## src/rtl/cs_pkg.sv

```systemverilog
package cs_pkg;
  parameter int unsigned LOCK_W = 8;
  parameter int unsigned ADDR_W = 16;
  parameter int unsigned CORE_W = 3;

  typedef struct packed {
    logic [LOCK_W-1:0] lock;
    logic [ADDR_W-1:0] pc;
    logic [ADDR_W-1:0] sp;
    logic [CORE_W-1:0] core;
  } cs_req_t;

  typedef struct packed {
    logic [CORE_W-1:0] core;
    logic [LOCK_W-1:0] lock;
  } cs_rsp_t;

  typedef enum logic [2:0] {
    ST_IDLE, ST_ACQ, ST_START, ST_RUN, ST_REL
  } cs_state_e;
endpackage

```

## src/rtl/cs_req_store.sv

```systemverilog
module cs_req_store
  import cs_pkg::*;
#(
  parameter int unsigned DEPTH = 8,
  localparam int unsigned IDX_W = (DEPTH > 1) ? $clog2(DEPTH) : 1,
  localparam int unsigned CNT_W = $clog2(DEPTH + 1)
) (
  input  logic             clk,
  input  logic             rst,
  input  logic             push,
  input  cs_req_t          push_req,
  input  logic             pop,
  input  logic [IDX_W-1:0] pop_idx,
  output cs_req_t          slots [DEPTH],
  output logic [CNT_W-1:0] count,
  output logic             full
);
  logic [CNT_W-1:0] wpos;

  assign full = (count == CNT_W'(DEPTH));

  // new entry lands after the survivors of any removal this cycle
  always_comb begin
    wpos = pop ? (count - CNT_W'(1)) : count;
  end

  always_ff @(posedge clk) begin
    if (rst) begin
      count <= '0;
    end else begin
      for (int i = 0; i < DEPTH - 1; i++) begin
        if (pop && (i >= int'(pop_idx))) slots[i] <= slots[i+1];
      end
      if (push) slots[wpos[IDX_W-1:0]] <= push_req;
      count <= count + CNT_W'(push) - CNT_W'(pop);
    end
  end

  p_no_overflow_r2: assert property (@(posedge clk) disable iff (rst)
    push |-> (count < CNT_W'(DEPTH)));
  p_no_underflow_r3: assert property (@(posedge clk) disable iff (rst)
    pop |-> (CNT_W'(pop_idx) < count));
endmodule

```

## src/rtl/cs_pick.sv

```systemverilog
module cs_pick
  import cs_pkg::*;
#(
  parameter int unsigned DEPTH = 8,
  localparam int unsigned IDX_W = (DEPTH > 1) ? $clog2(DEPTH) : 1,
  localparam int unsigned CNT_W = $clog2(DEPTH + 1)
) (
  input  cs_req_t           slots [DEPTH],
  input  logic [CNT_W-1:0]  count,
  input  logic              excl_v,
  input  logic [LOCK_W-1:0] excl_lock,
  output logic              found,
  output logic [IDX_W-1:0]  idx
);
  logic [DEPTH-1:0] elig;

  for (genvar g = 0; g < DEPTH; g++) begin : g_elig
    assign elig[g] = (CNT_W'(g) < count) && !(excl_v && (slots[g].lock == excl_lock));
  end

  // lowest slot index is the oldest call
  always_comb begin
    found = 1'b0;
    idx   = '0;
    for (int i = DEPTH - 1; i >= 0; i--) begin
      if (elig[i]) begin
        found = 1'b1;
        idx   = IDX_W'(i);
      end
    end
  end
endmodule

```

## src/rtl/cs_rsp_fifo.sv

```systemverilog
module cs_rsp_fifo
  import cs_pkg::*;
#(
  parameter int unsigned DEPTH = 4,
  localparam int unsigned PTR_W = (DEPTH > 1) ? $clog2(DEPTH) : 1,
  localparam int unsigned CNT_W = $clog2(DEPTH + 1)
) (
  input  logic    clk,
  input  logic    rst,
  input  logic    push,
  input  cs_rsp_t push_data,
  output logic    full,
  output logic    out_valid,
  input  logic    out_ready,
  output cs_rsp_t out_data
);
  cs_rsp_t          mem [DEPTH];
  logic [PTR_W-1:0] rd_ptr, wr_ptr;
  logic [CNT_W-1:0] count;
  logic             do_pop, do_push;

  assign full      = (count == CNT_W'(DEPTH));
  assign out_valid = (count != '0);
  assign out_data  = mem[rd_ptr];
  assign do_pop    = out_valid && out_ready;
  assign do_push   = push && !full;

  function automatic logic [PTR_W-1:0] nxt(input logic [PTR_W-1:0] p);
    return (p == PTR_W'(DEPTH - 1)) ? '0 : p + PTR_W'(1);
  endfunction

  always_ff @(posedge clk) begin
    if (rst) begin
      rd_ptr <= '0;
      wr_ptr <= '0;
      count  <= '0;
    end else begin
      if (do_push) begin
        mem[wr_ptr] <= push_data;
        wr_ptr      <= nxt(wr_ptr);
      end
      if (do_pop) rd_ptr <= nxt(rd_ptr);
      count <= count + CNT_W'(do_push) - CNT_W'(do_pop);
    end
  end

  p_rsp_hold_r7: assert property (@(posedge clk) disable iff (rst)
    (out_valid && !out_ready) |=> (out_valid && $stable(out_data)));
  p_rsp_room_r6: assert property (@(posedge clk) disable iff (rst)
    push |-> !full);
endmodule

```

## src/rtl/cs_offload_queue.sv

```systemverilog
module cs_offload_queue
  import cs_pkg::*;
#(
  parameter int unsigned DEPTH      = 8,
  parameter int unsigned RSP_DEPTH  = 4,
  localparam int unsigned IDX_W     = (DEPTH > 1) ? $clog2(DEPTH) : 1,
  localparam int unsigned CNT_W     = $clog2(DEPTH + 1)
) (
  input  logic              clk,
  input  logic              rst,
  input  logic              req_valid,
  output logic              req_ready,
  input  logic [LOCK_W-1:0] req_lock,
  input  logic [ADDR_W-1:0] req_pc,
  input  logic [ADDR_W-1:0] req_sp,
  input  logic [CORE_W-1:0] req_core,
  output logic              lk_valid,
  input  logic              lk_ready,
  output logic              lk_acquire,
  output logic [LOCK_W-1:0] lk_id,
  output logic              ex_valid,
  input  logic              ex_ready,
  output logic [ADDR_W-1:0] ex_pc,
  output logic [ADDR_W-1:0] ex_sp,
  input  logic              ex_done,
  output logic              rsp_valid,
  input  logic              rsp_ready,
  output logic [CORE_W-1:0] rsp_core,
  output logic [LOCK_W-1:0] rsp_lock
);
  cs_state_e        st;
  cs_req_t          cur;
  logic             held_v;
  cs_req_t          slots [DEPTH];
  logic [CNT_W-1:0] count;
  logic             full, found, pop, lk_fire, rsp_full;
  logic [IDX_W-1:0] pick_idx;
  cs_req_t          in_req;
  cs_rsp_t          rsp_out;

  assign in_req    = '{lock: req_lock, pc: req_pc, sp: req_sp, core: req_core};
  assign req_ready = !full;

  cs_req_store #(.DEPTH(DEPTH)) u_store (
    .clk(clk), .rst(rst),
    .push(req_valid && req_ready), .push_req(in_req),
    .pop(pop), .pop_idx(pick_idx),
    .slots(slots), .count(count), .full(full)
  );

  cs_pick #(.DEPTH(DEPTH)) u_pick (
    .slots(slots), .count(count),
    .excl_v(held_v), .excl_lock(cur.lock),
    .found(found), .idx(pick_idx)
  );

  cs_rsp_fifo #(.DEPTH(RSP_DEPTH)) u_rsp (
    .clk(clk), .rst(rst),
    .push((st == ST_REL) && lk_fire),
    .push_data('{core: cur.core, lock: cur.lock}),
    .full(rsp_full),
    .out_valid(rsp_valid), .out_ready(rsp_ready), .out_data(rsp_out)
  );

  assign rsp_core   = rsp_out.core;
  assign rsp_lock   = rsp_out.lock;
  assign lk_valid   = (st == ST_ACQ) || ((st == ST_REL) && !rsp_full);
  assign lk_acquire = (st == ST_ACQ);
  assign lk_id      = cur.lock;
  assign lk_fire    = lk_valid && lk_ready;
  assign ex_valid   = (st == ST_START);
  assign ex_pc      = cur.pc;
  assign ex_sp      = cur.sp;
  assign pop        = found && ((st == ST_IDLE) || ((st == ST_REL) && lk_fire));

  always_ff @(posedge clk) begin
    if (rst) begin
      st     <= ST_IDLE;
      cur    <= '0;
      held_v <= 1'b0;
    end else begin
      unique case (st)
        ST_IDLE: if (found) begin
          cur <= slots[pick_idx];
          st  <= ST_ACQ;
        end
        ST_ACQ: if (lk_fire) begin
          held_v <= 1'b1;
          st     <= ST_START;
        end
        ST_START: if (ex_ready) st <= ST_RUN;
        ST_RUN:   if (ex_done)  st <= ST_REL;
        ST_REL: if (lk_fire) begin
          held_v <= 1'b0;
          if (found) begin
            cur <= slots[pick_idx];
            st  <= ST_ACQ;
          end else begin
            st <= ST_IDLE;
          end
        end
        default: st <= ST_IDLE;
      endcase
    end
  end

  p_acq_hold_r3: assert property (@(posedge clk) disable iff (rst)
    (lk_valid && lk_acquire && !lk_ready) |=> (lk_valid && lk_acquire && $stable(lk_id)));
  p_ex_hold_r5: assert property (@(posedge clk) disable iff (rst)
    (ex_valid && !ex_ready) |=> (ex_valid && $stable(ex_pc) && $stable(ex_sp)));
  p_single_r8: assert property (@(posedge clk) disable iff (rst)
    (lk_valid && lk_acquire) |-> !held_v);
  p_rel_room_r6: assert property (@(posedge clk) disable iff (rst)
    (lk_valid && !lk_acquire) |-> !rsp_full);
  p_skip_held_r4: assert property (@(posedge clk) disable iff (rst)
    ((st == ST_REL) && lk_fire && found) |=> (lk_valid && lk_acquire && (lk_id != $past(cur.lock))));
endmodule

```

## config.mk

```make
export PLATFORM = sky130hd
export DESIGN_NAME = cs_offload_queue
export DESIGN_NICKNAME = d
export VERILOG_FILES = /design/src/rtl/cs_pkg.sv /design/src/rtl/cs_req_store.sv /design/src/rtl/cs_pick.sv /design/src/rtl/cs_rsp_fifo.sv /design/src/rtl/cs_offload_queue.sv
export SDC_FILE = /design/constraint.sdc
export NUM_CORES = 1
export LEC_CHECK = 0
export BUFFER_PORTS_ARGS = -buffer_cell sky130_fd_sc_hd__buf_2
export CORE_ASPECT_RATIO = 0.5
export CORE_UTILIZATION = 40
export CTS_CLUSTER_SIZE = 20
export DETAILED_ROUTE_END_ITERATION = 10
export PLACE_DENSITY_LB_ADDON = 0.15
export SYNTH_ARGS = -nofsm -noshare
export SYNTH_HDL_FRONTEND = slang
export SYNTH_SLANG_ARGS = --single-unit
```

## constraint.sdc

```tcl
create_clock -name clk -period 10.76 [get_ports clk]
set_input_delay 2.152 -clock clk [delete_from_list [all_inputs] [get_ports clk]]
set_output_delay 2.152 -clock clk [all_outputs]
set_load 0.03 [all_outputs]
```

Word-level counts from Yosys, hierarchy flattened
Memories as Yosys holds them, arrays and structs flattened. A register that Yosys moved wholly into a read port is not among the register bits.
Cells that the tools add are included.
{"block": "word_totals", "mem_bits_rw": 44, "n_memories": 1, "out_inout_bits": 56, "reg_bits": 402, "latchBits": 0, "rom_bits": 0}
{"block": "op_classes", "n_div": 0, "reduce_logical": 51, "add_sub_neg": 7, "bitwise": 3, "mux": 58, "multipliers": 0, "shift": 0, "order_cmp": 18, "n_eq_ne": 21}
{"name": "u_rsp.mem", "depth": 4, "width": 11, "read_ports": 1, "rd_ports_with_merged_regs": 1, "write_ports": 1, "line": "cs_rsp_fifo.sv:17", "text": "cs_rsp_t mem [DEPTH];"}
{"cell": "$mux 43", "count": 19}
{"cell": "$bwmux 344", "count": 1}
{"cell": "$mux 344", "count": 1}
{"cell": "$bmux 43 s3", "count": 1}
{"cell": "$demux 43 s3", "count": 1}
{"cell": "$pmux 43 s2", "count": 1}
{"cell": "$eq 8x8->1", "count": 8}
{"cell": "$mux 3", "count": 14}
{"cell": "$logic_and 1x1->1", "count": 31}
{"cell": "$lt 3x4->1 const A", "count": 4}
{"cell": "$pmux 3 s5", "count": 1}
{"cell": "$mux 1", "count": 14}
{"cell": "$logic_not 1->1", "count": 10}
{"cell": "$ge 3x3->1 const A", "count": 3}
{"cell": "$ge 4x4->1 const B", "count": 2}
{"cell": "$lt 1x4->1 const A", "count": 2}
{"cell": "$lt 2x4->1 const A", "count": 2}
{"cell": "$mux 2", "count": 4}
{"cell": "$not 3->4", "count": 2}
{"cell": "$eq 3x2->1 const B", "count": 2}
{"cell": "$eq 3x3->1 const B", "count": 2}
{"cell": "$ge 1x3->1 const A", "count": 2}
{"cell": "$ge 2x3->1 const A", "count": 2}
{"cell": "$ne 2x2->1 const B", "count": 3}
{"cell": "other kinds (20)", "count": 26}

Depth between registers and ports, before layout
Gate-level depths: netlist of run 1.
{"block": "depth", "depth_word": 21, "depth_mapped": 17}

Cells and area by module
Synthesis of run 1 repeated with hierarchy kept, for this count alone.
{"block": "unflattened", "hier_cells": 2005, "hier_area_um2": 24649.9}
{"mod": "cs_req_store", "cells_per_inst": 1402, "seq_area_each_um2": 10410.0, "area_per_inst_um2": 16981.3, "instances": 1}
{"mod": "cs_offload_queue", "cells_per_inst": 375, "seq_area_each_um2": 940.9, "area_per_inst_um2": 4677.0, "instances": 1}
{"mod": "cs_rsp_fifo", "cells_per_inst": 108, "seq_area_each_um2": 1501.4, "area_per_inst_um2": 2067.0, "instances": 1}
{"mod": "cs_pick", "cells_per_inst": 120, "seq_area_each_um2": 0.0, "area_per_inst_um2": 924.6, "instances": 1}

Least setup slack after synthesis of run 1
Ideal clock, no wire load.
{"block": "synth_path", "path_kind": "input -> register", "from": "in rst", "to": "reg cur (netlist bit lk_id[0])", "setup_ns": 0.059, "cell_stages": 7, "t_arrival_ns": 9.052, "required_ns": 10.701, "setup_slack_ns": 1.649, "path_cell_list": "clkbuf_1 -> inv_1 -> nand2b_1 -> buf_2 -> clkbuf_1 -> a311oi_1 -> a22o_1"}
{"element": "start: declaration", "line": "cs_offload_queue.sv:10", "text": "input logic rst,"}
{"element": "end signal: assignment", "line": "cs_offload_queue.sv:84", "text": "cur <= slots[pick_idx];"}
{"element": "end signal: assignment", "line": "cs_offload_queue.sv:96", "text": "cur <= slots[pick_idx];"}
{"element": "end: declaration", "line": "cs_offload_queue.sv:32", "text": "cs_req_t cur;"}

Worst setup path in the final report of run 1
{"block": "layout_path", "from": "reg cur (netlist bit lk_id[0])", "to": "reg u_store.slots[78] (netlist name)"}
{"block": "layout_via", "elab_chain_cells": 21}
{"element": "$eq 8x8->1", "line": "cs_pick.sv:18", "text": "assign elig[g] = (CNT_W'(g) < count) && !(excl_v && (slots[g].lock == excl_lock));"}
{"element": "$logic_and 1x1->1", "line": "cs_pick.sv:18"}
{"element": "$logic_not 1->1", "line": "cs_pick.sv:18"}
{"element": "$logic_and 1x1->1", "line": "cs_pick.sv:18"}
{"element": "$mux 1 (8 in a row)", "line": "cs_pick.sv:26", "text": "if (elig[i]) begin"}
{"element": "$logic_and 1x1->1", "line": "cs_offload_queue.sv:74", "text": "assign pop = found && ((st == ST_IDLE) || ((st == ST_REL) && lk_fire));"}
{"element": "$mux 3", "line": "cs_req_store.sv:24", "text": "wpos = pop ? (count - CNT_W'(1)) : count;"}
{"element": "$not 3->4 (implied by the code)", "line": "cs_req_store.sv:34", "text": "if (push) slots[wpos[IDX_W-1:0]] <= push_req;"}
{"element": "$ge 4x4->1 (implied by the code) / $lt 4x1->1 (equally long branches)", "line": "cs_req_store.sv:34"}
{"element": "$logic_and 1x1->1 (implied by the code)", "line": "cs_req_store.sv:34"}
{"element": "$mux 43 (implied by the code)", "line": "cs_req_store.sv:34"}
{"element": "$demux 43 s3", "line": "cs_req_store.sv:34"}
{"element": "$bwmux 344", "line": "cs_req_store.sv:34"}
{"element": "$mux 344 *", "line": "cs_req_store.sv:34"}
Mark *: on every way between the ends. The rest lies on a longest branch, timed or not. The select of a mux whose other input is x is not followed.
A chain may end at the register's enable or synchronous reset.

==> results.md, run 1 <==
- Run status: complete, no violations
- Yosys reg bits: 448
- Routability cong.: 0.779
- CTS clk-pin slew, worst paths: 0.06 ns
- Routed Antenna Nets: 0
- Clock latency on the worst-skew pair: 0.58 ns
- CP startpoint kind: register
- Hold Crit Depth: 1
- Area Growth Syn to Fin: 9.36%
- Hold Fails Final Rpt: 0
- R2R setup slack: 4.98 ns
- Vias: 16090
- Final net count: 2007
- PwrDens: 328 nW/um^2
- CTS tree: yes
- Number of clock sinks: 448
- Setup CP Type: reg2reg
- HPWL after DPL: 38100 um
- Remaining DRCs: 0
- Post-CTS Setup Bufs: 0
- Worst Path Arrival: 6.08 ns
- Minimum clock period: 5.78 ns
- Syn_area_per_cell: 13.2 um^2
- Total GRT Usage: 21.9%
- CTS H-tree depth: 2
- CTS Buf Count: 45
- Crit. End Element: register
- Largest net degree at the start of global routing: 113
- Worst-case vdd ir drop: 0.259 mV
- Pleak: 9.89 nW
- FP Rows: 65
- Die ar.: 65100 um^2
- Final setup TNS: 0 ns
- CTS resizes: 0
- Vias in the first global route: 16055
- Cells after Synth: 1939
- Die span in y: 181 um
- Fin crit share: 53.7%
- WP data required: 11.07 ns
- Slew Viols, Final: 0
- Grt ovf: 0
- Drt first-iter violations: 1294
- Max frequency: 173 MHz
- Transition time of the tightest slew-check pin: 1.13 ns
- Synth async-reset ratio: 0%
- Setup Skew: 0.0317 ns
- I/O Pins: 106
- CP Buf/Inv Count: 1
- Crit path max-delay cell type: dfxtp_1
- Hold crit path type: reg2reg
- Min-delay src: ex_pc[5]
- Placed inst area: 26600 um^2
- Antenna violations before repair: 3
- Critical-path maximum fanout: 53
- Layout cells sized above 1: 40.7%
- Vias/cell: 5.72
- Ys Warns: 0
- Number of max-cap violations: 0
- Sequential-to-total area share from yosys stat: 50.2%
- Reg-to-Reg End: u_store.slots[78]
- Synthesized area: 25600 um^2
- Cts hold-fix bufs: 0
- Syn nets: 2008
- Top_reg_cell synth: edfxtp_1
- Post-synth EDFFs: 388
- Core area: 63200 um^2
- Headroom to the max-slew limit: 25.0%
- Initial Utilization: 40.5%
- First-pass GRT wire length: 107000 um
- Clk root buf: clkbuf_16
- R2R depth: 9
- Die X-Extent: 360 um
- Avg WL per Cell: 25.5 um
- Port Buf Inserts: 105
- Fill cell count: 5791
- Final setup fails: 0
- DRT Pass-1 Iters: 7
- FF-to-FF Start: lk_id[0]
- Total Routed Length: 71800 um
- Critical-path cell list: xnor2_1 > nand3_1 > o41ai_2 > and2_2 > buf_4 > a41o_1 > mux2i_1 > nand3_4 > mux2_2
- RSZ-0062 raised after global routing: no
- Longest Clk Path Bufs: 3
- Design area: 28000 um^2
- Worst path max stage delay: 0.91 ns
- Cell family with most CP delay: simple AND/OR/NAND/NOR gates
- Distinct cells, synth: 56
- Hold path endpoint: ex_pc[5]
-- logic make-up after synthesis --
group	count (synthesis)	share of synthesized area, %
buffers and inverters	198	4.07
AO/OA/AOI/OAI	215	7.01
flip-flops	448	50.2
XOR/XNOR	69	2.36
adder cells (fa/ha/maj)	19	0.986
multiplexers	682	30.1
AND/OR/NAND/NOR	308	5.28
-- area by class of cell --
type	instances	area [um^2]	area share, %
diodes	3	7.51	0.0268
repair buffers	130	713	2.55
multi-input cells	1293	11900	42.4
inverters	20	82.6	0.295
well taps	837	1050	3.74
clock inverters	20	201	0.719
flip-flops and latches	448	12900	45.9
clock buffers	63	1240	4.44
-- report_power, final --
part	total [W]	switching, W	leakage (nW)	internal [W]
Combinational	0.00436	0.00234	4.95	0.00202
Sequential	0.00320	0.000512	4.23	0.00269
Clock	0.00161	0.000707	0.708	0.000904
Total	0.00918	0.00356	9.89	0.00561
-- per-stage QoR --
stage / setup WS (ns) / util [%] / hold slack (ns) / power [W] / std cells
after floorplan: 1.65 / - / 0.451 / 0.00646 / 1939
after global routing: 4.73 / 44.3 / 0.494 / 0.00969 / 2814
after CTS: 4.97 / 44.3 / 0.479 / 0.00922 / 2811
after global placement: 4.93 / 42.0 / 0.459 / 0.00754 / 2728
final: 4.98 / 44.3 / 0.479 / 0.00918 / 2814
after detailed placement: 4.81 / 42.0 / 0.460 / 0.00760 / 2728
-- layer usage --
metal  vias up  track usage, %  part of all wire, %
met5         -               0                    0
met4         0            4.68                  1.7
met3        79            2.89                  5.0
met2       432            35.4                   46
met1      8184            31.4                   47
li1       7395               -                    -
-- worst register-to-register path, delay by kind of cell (launching register included) --
family / cells / cell delay [ns]
flops: 1 / 0.91
xor+xnor: 1 / 0.21
buf+inv: 1 / 0.73
mux: 2 / 1.18
simple gates: 3 / 1.24
compound gates: 2 / 1.26
-- layout by cell type (no fill, tap or decap), types with 4 or more instances in the layout --
cell type and instances:
clkbuf_16 46, mux2i_1 68, o21a_1 43, and2_1 7, mux4_2 11, edfxtp_1 388
and3_1 4, inv_1 19, a22o_1 43, buf_4 25, a22oi_1 24, nand4_1 7
clkinv_2 7, nor2_1 62, dfxtp_1 60, clkinv_1 8, buf_2 105, xnor2_1 48
nor2b_1 4, a21oi_1 9, nand3_4 4, nand2_1 146, mux2_2 571, nor3_1 49
nor2_4 4, a311oi_1 44, mux2_1 31, clkbuf_1 14, xor2_1 21, ha_1 17
a32oi_1 20, bufinv_16 4, nand3_1 9
-- how the worst max path moves through the flow --
stage,cells past startpoint,start,slack (ns),end
after floorplan,7,rst,1.65,lk_id[0]
after global placement,7,lk_ready,4.93,u_store.slots[240]
after detailed placement,7,lk_ready,4.81,u_store.slots[243]
after CTS,9,lk_id[0],4.97,u_store.slots[249]
after global routing,8,lk_id[7],4.73,u_store.slots[249]
final,9,lk_id[0],4.98,u_store.slots[78]
-- cells in the mapped netlist, drive strengths merged, types with 3 or more instances --
library cell  count  share of area [%]
ha               17               0.83
a22oi            25               0.73
buf             118                2.9
nand2           147                2.2
xor2             21               0.72
xnor2            48                1.6
o31ai             3              0.088
o21ai             4              0.093
mux2            603                 27
dfxtp            60                4.7
a22o             44                1.5
nor3             50               0.98
o41ai             4               0.27
o21a             43                1.3
mux4             11               0.97
nand4             7               0.17
mux2i            68                2.7
nor2             66               0.97
a311oi           44                1.5
and2              8               0.20
a32oi            20               0.68
inv              20               0.29
nor2b             4              0.098
edfxtp          388                 45
nand3            13               0.39
clkbuf           60               0.88
a21o              3              0.088
a21oi            11               0.21
and3              4              0.098
Note: power is estimated with default switching activity, not from simulation.
==> inputs of run 2 (changes only) <==
==> constraint.sdc (replaced) <==
create_clock -name clk -period 4.85 [get_ports clk]
set_input_delay 0.97 -clock clk [delete_from_list [all_inputs] [get_ports clk]]
set_output_delay 0.97 -clock clk [all_outputs]
set_load 0.03 [all_outputs]
==> results.md, run 2 (synthesis gave the netlist of run 1 again) <==
- Run status: complete, no violations
- CTS resizes: 0 (unchanged)
- Die X-Extent: 360 um (unchanged)
- Die ar.: 65100 um^2 (unchanged)
- Core area: 63200 um^2 (unchanged)
- Longest Clk Path Bufs: 3 (unchanged)
- Setup CP Type: reg2reg
- HPWL after DPL: 41900 um (+10%)
- Initial Utilization: 40.5% (unchanged)
- CTS tree: yes
- Setup Skew: 0.0213 ns (-0.0104 ns)
- Avg WL per Cell: 25.4 um (-0.42%)
- Transition time of the tightest slew-check pin: 1.00 ns (-0.124 ns)
- Crit. End Element: register
- RSZ-0062 raised after global routing: no
- Worst-case vdd ir drop: 0.598 mV (+130%)
- Total GRT Usage: 22.1% (+0.19 points)
- Port Buf Inserts: 105 (unchanged)
- Max frequency: 241 MHz (+39%)
- Critical-path maximum fanout: 25 (-53%)
- CTS clk-pin slew, worst paths: 0.07 ns (about the same)
- Clock latency on the worst-skew pair: 0.59 ns (about the same)
- FP Rows: 65 (unchanged)
- PwrDens: 723 nW/um^2 (+120%)
- DRT Pass-1 Iters: 5 (-2)
- Power, Total: 0.0207 W (+130%)
- Ant. Diodes: 0 (-3)
- Number of clock sinks: 448 (unchanged)
- Grt ovf: 0 (unchanged)
- Routed Antenna Nets: 0 (unchanged)
- CTS H-tree depth: 2 (unchanged)
- Slew Viols, Final: 0 (unchanged)
- Post-CTS Setup Bufs: 0 (unchanged)
- Die span in y: 181 um (unchanged)
- Antenna violations before repair: 1 (-2)
- WP data required: 5.19 ns (-5.88 ns)
- Register area: 12900 um^2 (unchanged)
- Final hold slack: 0.475 ns (-0.00445 ns)
- Crit path from: lk_id[6]
- Min-delay src: ex_pc[8]
- Vias/cell: 5.76 (+0.68%)
- CTS Buf Count: 46 (+2.2%)
- Routability cong.: 0.837 (+7.5%)
- I/O Pins: 106 (unchanged)
- Most frequent cells in the layout: 571 x mux2_2, 388 x edfxtp_1, 146 x nand2_1
- Fill cell count: 5700 (-1.6%)
- Area Growth Syn to Fin: 11.7%
- Total Routed Length: 72500 um (+0.99%)
- CP startpoint kind: register
- Clk root buf: clkbuf_16
- Drt first-iter violations: 1364 (+5.4%)
- Multi-input gate area: 11900 um^2 (unchanged)
- Cts hold-fix bufs: 0 (unchanged)
- Layout cells sized above 1: 42.0% (+1.3 points)
- Final net count: 2048 (+2.0%)
- Headroom to the max-slew limit: 33.0% (+8.0 points)
- Pleak: 10.2 nW (+3.2%)
- Worst Path Arrival: 4.48 ns (-1.60 ns)
- Hold Fails Final Rpt: 0 (unchanged)
- Vias in the first global route: 16210 (+0.97%)
- Commonest non-fill, non-tap cell in the layout: mux2_2
- Final setup fails: 0 (unchanged)
- FF-to-FF Start: lk_id[6]
- Minimum clock period: 4.14 ns (-1.63 ns)
- Number of max-cap violations: 0 (unchanged)
- Fin crit share: 85.4% (+32 points)
- Vias: 16429 (+2.1%)
- Remaining DRCs: 0 (unchanged)
- First-pass GRT wire length: 108000 um (+0.78%)
- Hold crit path type: reg2reg
- Largest net degree at the start of global routing: 147 (+30%)
## run 2: cell count changes in the layout (fill, tap and decap cells not counted), moves of 2 or more
cell | before | now
clkinv_4 | 0 | 2
bufinv_16 | 4 | 1
buf_4 | 25 | 39
clkinv_1 | 8 | 6
buf_12 | 0 | 26
clkinvlp_4 | 0 | 2
diode_2 | 3 | 0
## run 2: worst max-delay path, cell delays in order (launching register included)
cell and delay (ns):
dfxtp_1 0.51, buf_4 0.25, xnor2_1 0.14, nand3_1 0.16
o41ai_4 0.37, o21ai_0 0.32, a22o_4 0.39, o21ai_4 0.76
buf_12 0.35, mux2_2 0.37, mux2_2 0.26
## run 2: cell type report
cell class	count	share of cell area, %
multi-input combinational	1293	41.5
tap	837	3.66
clock inverter	21	0.555
sequential	448	44.9
inverter	20	0.275
timing repair buffer	170	4.68
clock buffer	65	4.45
## run 2: through the flow
stage	std cells	utilization [%]	instance area [um^2]	TNS [ns]	worst slack (ns)
final	2854	45.3	28600	0	0.706
after detailed placement	2768	43.0	27200	0	0.716
after floorplan	1939	-	25700	-439.05	-1.23
after global placement	2768	43.0	27200	0	0.747
after CTS	2854	45.3	28600	0	0.716
after global routing	2854	45.3	28600	0	0.532
## run 2: path summary, 6_finish.rpt
kind	end	slack [ns]	cells after the start
max	u_store.slots[80]	0.71	10
min	ex_pc[8]	0.47	1
max reg2reg	u_store.slots[80]	0.71	10
min reg2reg	ex_pc[8]	0.47	1
## run 2: metal layers
layer / GRT usage [%] / up-vias / part of all wire (%)
li1: - / 7486 / -
met1: 32.4 / 8429 / 48
met2: 34.5 / 421 / 45
met5: 0 / - / 0
met3: 3.05 / 93 / 5.2
met4: 5.06 / 0 / 1.9
## run 2: where the power goes
part | switching (W) | internal (W)
Sequential | 0.00100 | 0.00597
Clock | 0.00162 | 0.00190
Combinational | 0.00542 | 0.00480
==> inputs of run 3 (changes only) <==
--- a/config.mk
+++ b/config.mk
@@ -13,4 +13,5 @@
 export PLACE_DENSITY_LB_ADDON = 0.15
 export SYNTH_ARGS = -nofsm -noshare
 export SYNTH_HDL_FRONTEND = slang
+export SYNTH_HIERARCHICAL = 1
 export SYNTH_SLANG_ARGS = --single-unit
==> results.md, run 3 <==
- Initial Utilization: 41.0% (+0.49 points)
- Avg WL per Cell: 23.8 um (-6.4%)
- CP startpoint kind: register
- CTS clk-pin slew, worst paths: 0.07 ns (about the same)
- Cts hold-fix bufs: 0 (unchanged)
- Longest Clk Path Bufs: 3 (unchanged)
- CTS Buf Count: 45 (-2.2%)
- Post-layout util: 46.1% (+0.81 points)
- Drt first-iter violations: 1556 (+14%)
- Pleak: 9.74 nW (-4.5%)
- Routability cong.: 0.893 (+6.6%)
- Power Internal: 0.0123 W (-3.2%)
- Multiplexer share of the synthesized area: 21.2% (-9.0 points)
- Transition time of the tightest slew-check pin: 1.08 ns (+0.0788 ns)
- Post-synth EDFFs: 388 (unchanged)
- Die X-Extent: 353 um (-1.9%)
- Synthesized-area fraction occupied by adder cells: 0.822% (-0.16 points)
- Post-CTS Setup Bufs: 0 (unchanged)
- Yosys reg bits: 448 (unchanged)
- Antenna violations before repair: 2 (+1)
- Final net count: 2110 (+3.0%)
- Final setup fails: 0 (unchanged)
- Core area: 60100 um^2 (-4.9%)
- Total Routed Length: 68800 um (-5.1%)
- CTS tree: yes
- Top_reg_cell synth: edfxtp_1
- Area Growth Syn to Fin: 12.4%
- Remaining DRCs: 0 (unchanged)
- Number of clock sinks: 448 (unchanged)
- Grt ovf: 0 (unchanged)
- Synth area leaders: edfxtp_1 47%, mux2i_1 12%, mux4_2 8.9%, dfxtp_1 4.9%, nand2_1 4.7%
- Sequential-to-total area share from yosys stat: 52.1% (+2.0 points)
- Max frequency: 226 MHz (-6.5%)
- Setup CP Type: reg2reg
- CTS resizes: 0 (unchanged)
- Run status: complete, no violations
- Synth async-reset ratio: 0% (unchanged)
- CTS H-tree depth: 2 (unchanged)
- I/O Pins: 106 (unchanged)
- First-pass GRT wire length: 104000 um (-3.6%)
- Layout cells sized above 1: 21.2% (-21 points)
- Hold Crit Depth: 2 (+1)
- WP data required: 5.18 ns (about the same)
- Die ar.: 62700 um^2 (-3.8%)
- Distinct cells, synth: 61 (+8.9%)
- Area share of the largest cell type after synthesis: 47.3% (+1.8 points)
- Clk root buf: clkbuf_16
- Worst Path Arrival: 4.76 ns (+0.28 ns)
- Die span in y: 178 um (-1.9%)
- Clock latency on the worst-skew pair: 0.58 ns (about the same)
- Syn_area_per_cell: 12.3 um^2 (-7.0%)
- Cells after Synth: 2005 (+3.4%)
- Syn nets: 2070 (+3.1%)
- Simple-gate share of the synthesized area: 8.94% (+3.7 points)
- Final Instance Count excl. Fillers: 2894 (+1.4%)
- Synth Area in Compound Gates: 9.57% (+2.6 points)
- Minimum clock period: 4.43 ns (+0.289 ns)
- Setup Skew: 0.0244 ns (+0.00305 ns)
- Fin crit share: 91.4% (+6.0 points)
- Slew Viols, Final: 0 (unchanged)
- Vias/cell: 5.60 (-2.8%)
- Placed insts: 2810 (+1.5%)
- FP Rows: 63 (-3.1%)
- Clock power frac: 19.2% (+2.2 points)
- Gate power share: 43.8% (-5.5 points)
- Most frequent cell after synthesis: edfxtp_1
- RSZ-0062 raised after global routing: no
- Most frequent cells in the layout: 388 x edfxtp_1, 307 x nand2_1, 303 x mux2i_1
- Commonest non-fill, non-tap cell in the layout: edfxtp_1
- Post-synth top cells: 388 x edfxtp_1, 310 x nand2_1, 303 x mux2i_1, 192 x o21ai_0, 111 x o21ai_1
- Total GRT Usage: 22.0% (-0.076 points)
- Ys Warns: 6 (+6)
- Port Buf Inserts: 105 (unchanged)
- Crit. End Element: register
- Hold Fails Final Rpt: 0 (unchanged)
- Routed Antenna Nets: 0 (unchanged)
- R2R depth: 13 (+3)
- Switching power: 0.00750 W (-6.7%)
- Sequential power share: 37.0% (+3.3 points)
- Number of max-cap violations: 0 (unchanged)
- Power, Total: 0.0198 W (-4.5%)
- Largest family of logic cells by synthesized area: multiplexers
- HPWL after DPL: 41800 um (-0.29%)
- Critical-path maximum fanout: 26 (+4.0%)
- Hold crit path type: reg2reg
- Vias in the first global route: 15874 (-2.1%)
- Headroom to the max-slew limit: 27.6% (-5.3 points)
- PwrDens: 714 nW/um^2 (-1.3%)
- Synthesized area: 24600 um^2 (-3.8%)
- Vias: 16201 (-1.4%)
- Placed inst area: 26100 um^2 (-3.9%)
- Sw frac: 38.0% (-0.87 points)
- Xor/xnor share of the synthesized area: 2.45% (+0.093 points)
- Worst-case vdd ir drop: 0.490 mV (-18%)
- DRT Pass-1 Iters: 5 (unchanged)
- Area leader, netlist: edfxtp_1
- Largest net degree at the start of global routing: 151 (+2.7%)
- Design area: 27700 um^2 (-3.2%)
run 3: final timing paths:
check / from / end / slack (ns)
worst max-delay path: lk_id[5] / u_store/slots[57] / 0.42
worst min-delay path: ex_pc[12] / ex_pc[12] / 0.49
worst max register to register: lk_id[5] / u_store/slots[57] / 0.42
worst min register to register: ex_pc[12] / ex_pc[12] / 0.49
run 3: critical path: stages (launching register included):
cell      delay [ns]
dfxtp_1         0.46
buf_4           0.19
xnor2_1         0.15
nand4_1         0.17
o41ai_1         0.40
a21oi_1         0.10
nor3_1          0.40
nand3b_1        0.21
nor3b_2         0.24
a21boi_4        0.25
or3b_4          0.52
o32ai_4         0.68
buf_12          0.27
o21ai_1         0.10
run 3: layer usage:
layer	part of all wire, %	global-route usage, %
met1	47	32.6
met2	45	34.3
met3	6.0	3.14
met4	1.6	4.64
met5	0	0
run 3: cell families (layout without fill, tap and decap cells):
family                     Yosys count  in the layout
muxes                              400            400
xor gates and xnor gates            69             69
and+or+nand+nor                    477            477
other                                0              1
DFF                                448            448
AOI/OAI and AO/OA                  388            388
buffers and inverters              208            284
adders and majority gates           15             15
run 3: power groups by stage:
stage | logic [W] | clock network, W | registers (W)
2_1_floorplan | 0.00682 | 0 | 0.00690
3_3_place_gp | 0.00855 | 0 | 0.00737
3_5_place_dp | 0.00869 | 0 | 0.00738
4_1_cts | 0.00869 | 0.00389 | 0.00731
5_1_grt | 0.00934 | 0.00401 | 0.00752
6_report | 0.00865 | 0.00380 | 0.00732
run 3: area by class of cell:
class                      instances  area, um^2
clock buffer                      59        1230
tap                              812        1020
inverter                          20        78.8
antenna                            1        2.50
timing repair buffer             181        1450
multi-input combinational       1349       10700
sequential                       448       12900
fill                            5401       32400
clock inverter                    24         329
run 3: stage by stage:
step	setup WS, ns	TNS (ns)	hold WS (ns)
floorplan	-0.939	-282.51	0.461
global placement	0.423	0	0.472
detailed placement	0.393	0	0.478
CTS	0.422	0	0.489
global route	0.180	0	0.508
finish	0.418	0	0.488
